`src/rtl/energy_pulse_pkg.sv`:
```
package energy_pulse_pkg;

  localparam int ACC_W = 64;

  // Strobes from the sequencing logic to the arithmetic.
  typedef struct packed {
    logic prodStep;    // a captured product is processed this cycle
    logic blockEnd;    // this product closes a block
    logic signTick;    // this product closes a sign-refresh period
    logic scaleClear;  // scale select differs from its registered copy
  } strobe_t;

  // Slow-channel threshold: energy of one request at a combined full-scale rate of 0.5*2^rateSel Hz.
  function automatic logic [ACC_W-1:0] lowThreshold(input int unsigned blockLen,
                                                    input int unsigned prodShift,
                                                    input int unsigned sampleHz,
                                                    input int unsigned rateSel);
    logic [ACC_W-1:0] t;
    t = ACC_W'(blockLen) << prodShift;
    t = t * ACC_W'(sampleHz);
    t = (t << 1) >> rateSel;
    return t;
  endfunction

  function automatic logic [ACC_W-1:0] calThreshold(input logic [ACC_W-1:0] lowTh,
                                                    input int unsigned mult);
    return lowTh / ACC_W'(mult);
  endfunction

endpackage

```
`src/rtl/energy_pulse_ctrl.sv`:
```
module energy_pulse_ctrl
  import energy_pulse_pkg::*;
#(
  parameter int BLOCK_LEN   = 400,
  parameter int SIGN_PERIOD = 1600,
  parameter int SEL_W       = 3
) (
  input  logic             clk,
  input  logic             rstN,
  input  logic             sampleValid,
  input  logic [SEL_W-1:0] freqSel,
  output strobe_t          strobe,
  output logic [SEL_W-1:0] scaleSel
);

  localparam int BLK_W = (BLOCK_LEN > 1) ? $clog2(BLOCK_LEN) : 1;
  localparam int SGN_W = (SIGN_PERIOD > 1) ? $clog2(SIGN_PERIOD) : 1;
  localparam logic [BLK_W-1:0] BLK_LAST = BLK_W'(BLOCK_LEN - 1);
  localparam logic [SGN_W-1:0] SGN_LAST = SGN_W'(SIGN_PERIOD - 1);

  logic             validQ;
  logic [BLK_W-1:0] blockCnt;
  logic [SGN_W-1:0] signCnt;
  logic [SEL_W-1:0] selQ;
  logic             blockWrap;
  logic             signWrap;

  assign blockWrap = (blockCnt == BLK_LAST);
  assign signWrap  = (signCnt == SGN_LAST);

  always_comb begin
    strobe.prodStep   = validQ;
    strobe.blockEnd   = validQ && blockWrap;
    strobe.signTick   = validQ && signWrap;
    strobe.scaleClear = (freqSel != selQ);
  end

  assign scaleSel = selQ;

  always_ff @(posedge clk) begin
    if (!rstN) begin
      validQ   <= 1'b0;
      blockCnt <= '0;
      signCnt  <= '0;
      selQ     <= '0;
    end else begin
      validQ <= sampleValid;
      selQ   <= freqSel;
      if (validQ) begin
        blockCnt <= blockWrap ? '0 : blockCnt + 1'b1;
        signCnt  <= signWrap ? '0 : signCnt + 1'b1;
      end
    end
  end

endmodule

```
`src/rtl/energy_pulse_datapath.sv`:
```
module energy_pulse_datapath
  import energy_pulse_pkg::*;
#(
  parameter int VOLT_W      = 16,
  parameter int CURR_W      = 16,
  parameter int BLOCK_LEN   = 400,
  parameter int SAMPLE_HZ   = 16000,
  parameter int CAL_MULT_LO = 32,
  parameter int CAL_MULT_HI = 2000
) (
  input  logic                     clk,
  input  logic                     rstN,
  input  logic                     sampleValid,
  input  logic signed [VOLT_W-1:0] voltSample,
  input  logic signed [CURR_W-1:0] currSample,
  input  strobe_t                  strobe,
  input  logic [2:0]               scaleSel,
  output logic                     lowPulse,
  output logic                     calPulse,
  output logic                     negFlag,
  output logic [ACC_W-1:0]         accLow,
  output logic [ACC_W-1:0]         accCal,
  output logic [ACC_W-1:0]         thLow,
  output logic [ACC_W-1:0]         thCal
);

  localparam int PW         = VOLT_W + CURR_W;
  localparam int SW         = PW + $clog2(BLOCK_LEN) + 1;
  localparam int PROD_SHIFT = VOLT_W + CURR_W - 2;

  logic signed [PW-1:0] prodQ;
  logic signed [SW-1:0] prodExt;
  logic signed [SW-1:0] sumQ;
  logic signed [SW-1:0] blockQ;
  logic [SW-1:0]        blockMag;
  logic [ACC_W-1:0]     incr;
  logic [ACC_W-1:0]     sumLow;
  logic [ACC_W-1:0]     sumCal;
  logic                 hitLow;
  logic                 hitCal;
  logic [ACC_W-1:0]     lowTab [4];
  logic [ACC_W-1:0]     calTab [8];

  // Threshold tables, one entry per scale setting.
  for (genvar g = 0; g < 4; g++) begin : g_lowTab
    localparam logic [ACC_W-1:0] TH = lowThreshold(BLOCK_LEN, PROD_SHIFT, SAMPLE_HZ, g);
    assign lowTab[g] = TH;
  end

  for (genvar g = 0; g < 8; g++) begin : g_calTab
    localparam int MULT = (g >= 4) ? CAL_MULT_HI : CAL_MULT_LO;
    localparam logic [ACC_W-1:0] TH =
      calThreshold(lowThreshold(BLOCK_LEN, PROD_SHIFT, SAMPLE_HZ, g % 4), MULT);
    assign calTab[g] = TH;
  end

  assign thLow = lowTab[scaleSel[1:0]];
  assign thCal = calTab[scaleSel];

  // Instantaneous power.
  always_ff @(posedge clk) begin
    if (!rstN) begin
      prodQ <= '0;
    end else if (sampleValid) begin
      prodQ <= voltSample * currSample;
    end
  end

  assign prodExt = {{(SW - PW){prodQ[PW-1]}}, prodQ};

  // Block sum and held block value.
  always_ff @(posedge clk) begin
    if (!rstN) begin
      sumQ   <= '0;
      blockQ <= '0;
    end else if (strobe.prodStep) begin
      if (strobe.blockEnd) begin
        blockQ <= sumQ + prodExt;
        sumQ   <= '0;
      end else begin
        sumQ <= sumQ + prodExt;
      end
    end
  end

  assign blockMag = blockQ[SW-1] ? SW'(-blockQ) : SW'(blockQ);
  assign incr     = {{(ACC_W - SW){1'b0}}, blockMag};
  assign sumLow   = accLow + incr;
  assign sumCal   = accCal + incr;
  assign hitLow   = (sumLow >= thLow);
  assign hitCal   = (sumCal >= thCal);

  // Phase accumulators with residue kept across requests.
  always_ff @(posedge clk) begin
    if (!rstN) begin
      accLow   <= '0;
      accCal   <= '0;
      lowPulse <= 1'b0;
      calPulse <= 1'b0;
    end else begin
      lowPulse <= 1'b0;
      calPulse <= 1'b0;
      if (strobe.scaleClear) begin
        accLow <= '0;
        accCal <= '0;
      end else if (strobe.prodStep) begin
        accLow   <= hitLow ? sumLow - thLow : sumLow;
        accCal   <= hitCal ? sumCal - thCal : sumCal;
        lowPulse <= hitLow;
        calPulse <= hitCal;
      end
    end
  end

  // Sign of the held active power, refreshed on the sign timebase.
  always_ff @(posedge clk) begin
    if (!rstN) begin
      negFlag <= 1'b0;
    end else if (strobe.signTick) begin
      negFlag <= blockQ[SW-1];
    end
  end

endmodule

```
`src/rtl/energy_pulse_engine.sv`:
```
module energy_pulse_engine
  import energy_pulse_pkg::*;
#(
  parameter int VOLT_W       = 16,
  parameter int CURR_W       = 16,
  parameter int BLOCK_LEN    = 400,
  parameter int SAMPLE_HZ    = 16000,
  parameter int SIGN_RATE_HZ = 10,
  parameter int CAL_MULT_LO  = 32,
  parameter int CAL_MULT_HI  = 2000
) (
  input  logic                     clk,
  input  logic                     rstN,
  input  logic                     sampleValid,
  input  logic signed [VOLT_W-1:0] voltSample,
  input  logic signed [CURR_W-1:0] currSample,
  input  logic [2:0]               freqSel,
  output logic                     lowPulse,
  output logic                     calPulse,
  output logic                     negFlag
);

  localparam int SIGN_PERIOD = SAMPLE_HZ / SIGN_RATE_HZ;

  strobe_t          strobe;
  logic [2:0]       scaleSel;
  logic [ACC_W-1:0] accLow;
  logic [ACC_W-1:0] accCal;
  logic [ACC_W-1:0] thLow;
  logic [ACC_W-1:0] thCal;
  logic             stepStb;
  logic             tickStb;
  logic             clearStb;

  assign stepStb  = strobe.prodStep;
  assign tickStb  = strobe.signTick;
  assign clearStb = strobe.scaleClear;

  energy_pulse_ctrl #(
    .BLOCK_LEN  (BLOCK_LEN),
    .SIGN_PERIOD(SIGN_PERIOD),
    .SEL_W      (3)
  ) uCtrl (
    .clk        (clk),
    .rstN       (rstN),
    .sampleValid(sampleValid),
    .freqSel    (freqSel),
    .strobe     (strobe),
    .scaleSel   (scaleSel)
  );

  energy_pulse_datapath #(
    .VOLT_W     (VOLT_W),
    .CURR_W     (CURR_W),
    .BLOCK_LEN  (BLOCK_LEN),
    .SAMPLE_HZ  (SAMPLE_HZ),
    .CAL_MULT_LO(CAL_MULT_LO),
    .CAL_MULT_HI(CAL_MULT_HI)
  ) uDp (
    .clk        (clk),
    .rstN       (rstN),
    .sampleValid(sampleValid),
    .voltSample (voltSample),
    .currSample (currSample),
    .strobe     (strobe),
    .scaleSel   (scaleSel),
    .lowPulse   (lowPulse),
    .calPulse   (calPulse),
    .negFlag    (negFlag),
    .accLow     (accLow),
    .accCal     (accCal),
    .thLow      (thLow),
    .thCal      (thCal)
  );

endmodule

```
`config.mk`:
```
export PLATFORM = sky130hd
export DESIGN_NAME = energy_pulse_engine
export DESIGN_NICKNAME = d
export VERILOG_FILES = /design/src/rtl/energy_pulse_pkg.sv /design/src/rtl/energy_pulse_ctrl.sv /design/src/rtl/energy_pulse_datapath.sv /design/src/rtl/energy_pulse_engine.sv
export SDC_FILE = /design/constraint.sdc
export NUM_CORES = 2
export LEC_CHECK = 0
export ABC_AREA = 1
export ABC_CLOCK_PERIOD_IN_PS = 10900
export BUFFER_PORTS_ARGS = -buffer_cell sky130_fd_sc_hd__buf_2
export CORE_MARGIN = 2
export CORE_UTILIZATION = 60
export CTS_BUF_LIST = sky130_fd_sc_hd__clkbuf_2 sky130_fd_sc_hd__clkbuf_4 sky130_fd_sc_hd__clkbuf_8
export DETAILED_ROUTE_END_ITERATION = 8
export GPL_ROUTABILITY_DRIVEN = 1
export GPL_TIMING_DRIVEN = 0
export PLACE_DENSITY = 0.79
export SYNTH_ARGS = -nofsm -noshare
export SYNTH_HDL_FRONTEND = slang
export SYNTH_HIERARCHICAL = 1
export SYNTH_SLANG_ARGS = --single-unit
```
`constraint.sdc`:
```
create_clock -name clk -period 10.9 [get_ports clk]
set_clock_uncertainty 0.15 [all_clocks]
set_input_delay 2.18 -clock clk [delete_from_list [all_inputs] [get_ports clk]]
set_output_delay 2.18 -clock clk [all_outputs]
set_load 0.01 [all_outputs]
```
==> impl_metrics.env <==
export IMPL_portBuffers=20
export IMPL_avgSynthCellArea_um2=6.28
export IMPL_slew_headroom_pct=-2.49
export IMPL_die_area_um2=61900
export IMPL_static_leakage_power_nw=21.3
export IMPL_fin_setup_tns_ns=0
export IMPL_worst_slack_ns=2.30
export IMPL_clk_latency_ns=0.67
export IMPL_setup_viol=0
export IMPL_tritoncts="yes"
export IMPL_syn_inst=5725
export IMPL_tightest_slew_ns=1.54
export IMPL_via_per_inst=5.46
export IMPL_vias=36100
export IMPL_firstDrtPassIters=9
export IMPL_r2r_start="uDp/blockQ[0]$_SDFFE_PN0P_"
export IMPL_grt_usage_pct=38.4
export IMPL_grt_pass1_vias=35800
export IMPL_fin_util_pct=64.7
export IMPL_critPathRequiredTime_ns=11.28
export IMPL_cp_arrival_ns=8.99
export IMPL_fmax_ghz=0.116
export IMPL_drive_gt1_share_pct=4.35
export IMPL_p_per_area_nw_per_um2=233
export IMPL_num_rows=89
export IMPL_grt_ovfl_total=0
export IMPL_reg2reg_to="uDp/accCal[42]$_SDFFE_PP0P_"
export IMPL_grt_max_degree=15
export IMPL_die_width_um=249
export IMPL_drtIter0Drc=2989
export IMPL_reg2reg_depth=39
export IMPL_crit_fanout=10
export IMPL_tritoncts_num_buffers=53
export IMPL_routed_wl_met3_mm=8.48
export IMPL_routedWlPerCell_um=17.9
export IMPL_io_pins=41
export IMPL_r2r_slack_ns=2.40
export IMPL_violations="design-rule violations, max-capacitance violations, max-slew violations"
export IMPL_top_layer="met5"
export IMPL_endpoint_kind="flop"
export IMPL_drv_slew=11
export IMPL_ys_warn_count=6
export IMPL_ant_nets=0
export IMPL_worstSetupPathType="primary input to flop"
export IMPL_ir_worst_vdd_uv=1300
export IMPL_die_h_um=249
export IMPL_cts_setup_buffers=0
export IMPL_drt_wl_total_mm=118
export IMPL_rsz0062_at_grt="false"
export IMPL_holdBufCountCts=0
export IMPL_dp_hpwl_mm=99.2
export IMPL_synth_net_count=6273
export IMPL_hold_violations=0
export IMPL_antenna_found_initial=5
export IMPL_max_clock_path_buffers=3
export IMPL_wl_met1_mm=47.4
export IMPL_hp_class="flop to flop"
export IMPL_grt_pass1_wl_mm=188
export IMPL_clkSinkCount=271
export IMPL_fin_nets=6348
export IMPL_mappedNetlistArea_um2=35900
export IMPL_routed_wl_met2_mm=54.4
export IMPL_max_cap_violations=1
export IMPL_fin_crit_sh_pct=78.9
export IMPL_area_growth_pct=6.49
export IMPL_cts_resized=0
export IMPL_clockRootBuffer="clkbuf_8"
export IMPL_start_kind="primary input"
export IMPL_crit_path_end="uDp/prodQ[29]$_SDFFE_PN0P_"
export IMPL_clkTransAtPathRegs_ns=0.06
export IMPL_initial_core_util_pct=60.8
export IMPL_period_needed_ns=8.60
export IMPL_core_um2=59100
export IMPL_dpl_worst_slack_ns=1.73
export IMPL_worstHoldStart="uDp/sumQ[34]$_SDFFE_PN0P_"
export IMPL_cp_startpoint="currSample[2]"
export IMPL_drc_errors=2
export IMPL_gp_congestion=1.04
export IMPL_h_tree_depth=2
export IMPL_outcome="finished, violations left"
==> through the flow <==
| step | power [mW] | instances | cell area [µm²] | hold WS [ns] |
|---|---|---|---|---|
| 4_1_cts | 8.85 | 6610 | 38300 | 0.321 |
| 6_report | 8.93 | 6612 | 38300 | 0.319 |
| 2_1_floorplan | 5.77 | 5725 | 35900 | 0.295 |
| 3_5_place_dp | 7.56 | 6518 | 37000 | 0.312 |
| 5_1_grt | 9.79 | 6611 | 38300 | 0.335 |
| 3_3_place_gp | 7.50 | 6518 | 37000 | 0.304 |
==> per-layer routing <==
layer	up-vias	track usage (%)
li1	17800	-
met1	16600	46.4
met2	1365	64.8
met3	384	5.71
met4	4	23.0
met5	-	0
==> worst min-delay path by stage <==
stage                                 endpoint  cells after the start
floorplan           uDp/accLow[0]$_SDFFE_PP0P_                      2
global placement    uDp/accLow[0]$_SDFFE_PP0P_                      2
detailed placement   uDp/sumQ[15]$_SDFFE_PN0P_                      2
CTS                 uDp/accLow[0]$_SDFFE_PP0P_                      2
global route         uDp/sumQ[19]$_SDFFE_PN0P_                      2
finish               uDp/sumQ[34]$_SDFFE_PN0P_                      2
==> cell type report <==
cell class                 instances  area, µm²
multi-input combinational       4088      25300
fill                            5733      20900
sequential                       271       5430
inverter                        1219       4580
clock buffer                      79       1020
tap                              773        967
buffer                           147        614
clock inverter                    13        235
timing repair buffer              20        100
antenna                            2       5.00
==> report_power, final <==
| group | switching [mW] | internal [mW] | total (mW) |
|---|---|---|---|
| registers | 0.0645 | 1.07 | 1.13 |
| clock network | 0.494 | 0.738 | 1.23 |
| logic | 4.14 | 2.43 | 6.57 |
| total | 4.70 | 4.23 | 8.93 |
==> registers in the layout, summed over array words and instances (netlist names), 3 cells and up <==
signal          count
uDp/sumQ           42
uCtrl/blockCnt      9
uDp/accCal         64
uDp/accLow         64
uCtrl/scaleSel      3
uCtrl/signCnt      11
uDp/prodQ          32
uDp/blockQ         42
==> layout by cell type, fill, tap and decap left out, types with 15 or more instances in the layout <==
| cell type | instances |
|---|---|
| inv_1 | 1197 |
| nor2_2 | 20 |
| nand3_2 | 15 |
| nand4_1 | 68 |
| nor2_1 | 495 |
| dfxtp_1 | 271 |
| fa_1 | 267 |
| nand2_1 | 1605 |
| o21ai_0 | 196 |
| nor4_1 | 17 |
| xnor2_1 | 72 |
| nand2_2 | 15 |
| a31oi_1 | 27 |
| ha_1 | 243 |
| clkbuf_8 | 68 |
| clkbuf_1 | 121 |
| o211ai_1 | 72 |
| inv_2 | 19 |
| xor2_1 | 124 |
| nand3b_1 | 33 |
| a21oi_1 | 337 |
| buf_2 | 25 |
| o21a_1 | 21 |
| or2_2 | 32 |
| nand3_1 | 278 |
| nor3_1 | 55 |
==> critical path: stages <==
cell and delay (ns):
clkbuf_1 0.30, clkbuf_1 0.46, nand2_1 0.09, inv_1 0.13, fa_1 0.59, fa_1 0.94, inv_1 0.20, fa_1 0.56
fa_1 0.44, fa_1 0.52, fa_1 0.54, inv_1 0.04, ha_1 0.40, nand2_1 0.15, nor4_1 0.40, nand3_1 0.13
nand3_1 0.18, nand3_1 0.09, nand2_1 0.15, a31oi_1 0.11, xor2_1 0.17, o21ai_0 0.15, inv_1 0.05
(Power assumes the default switching activity.)
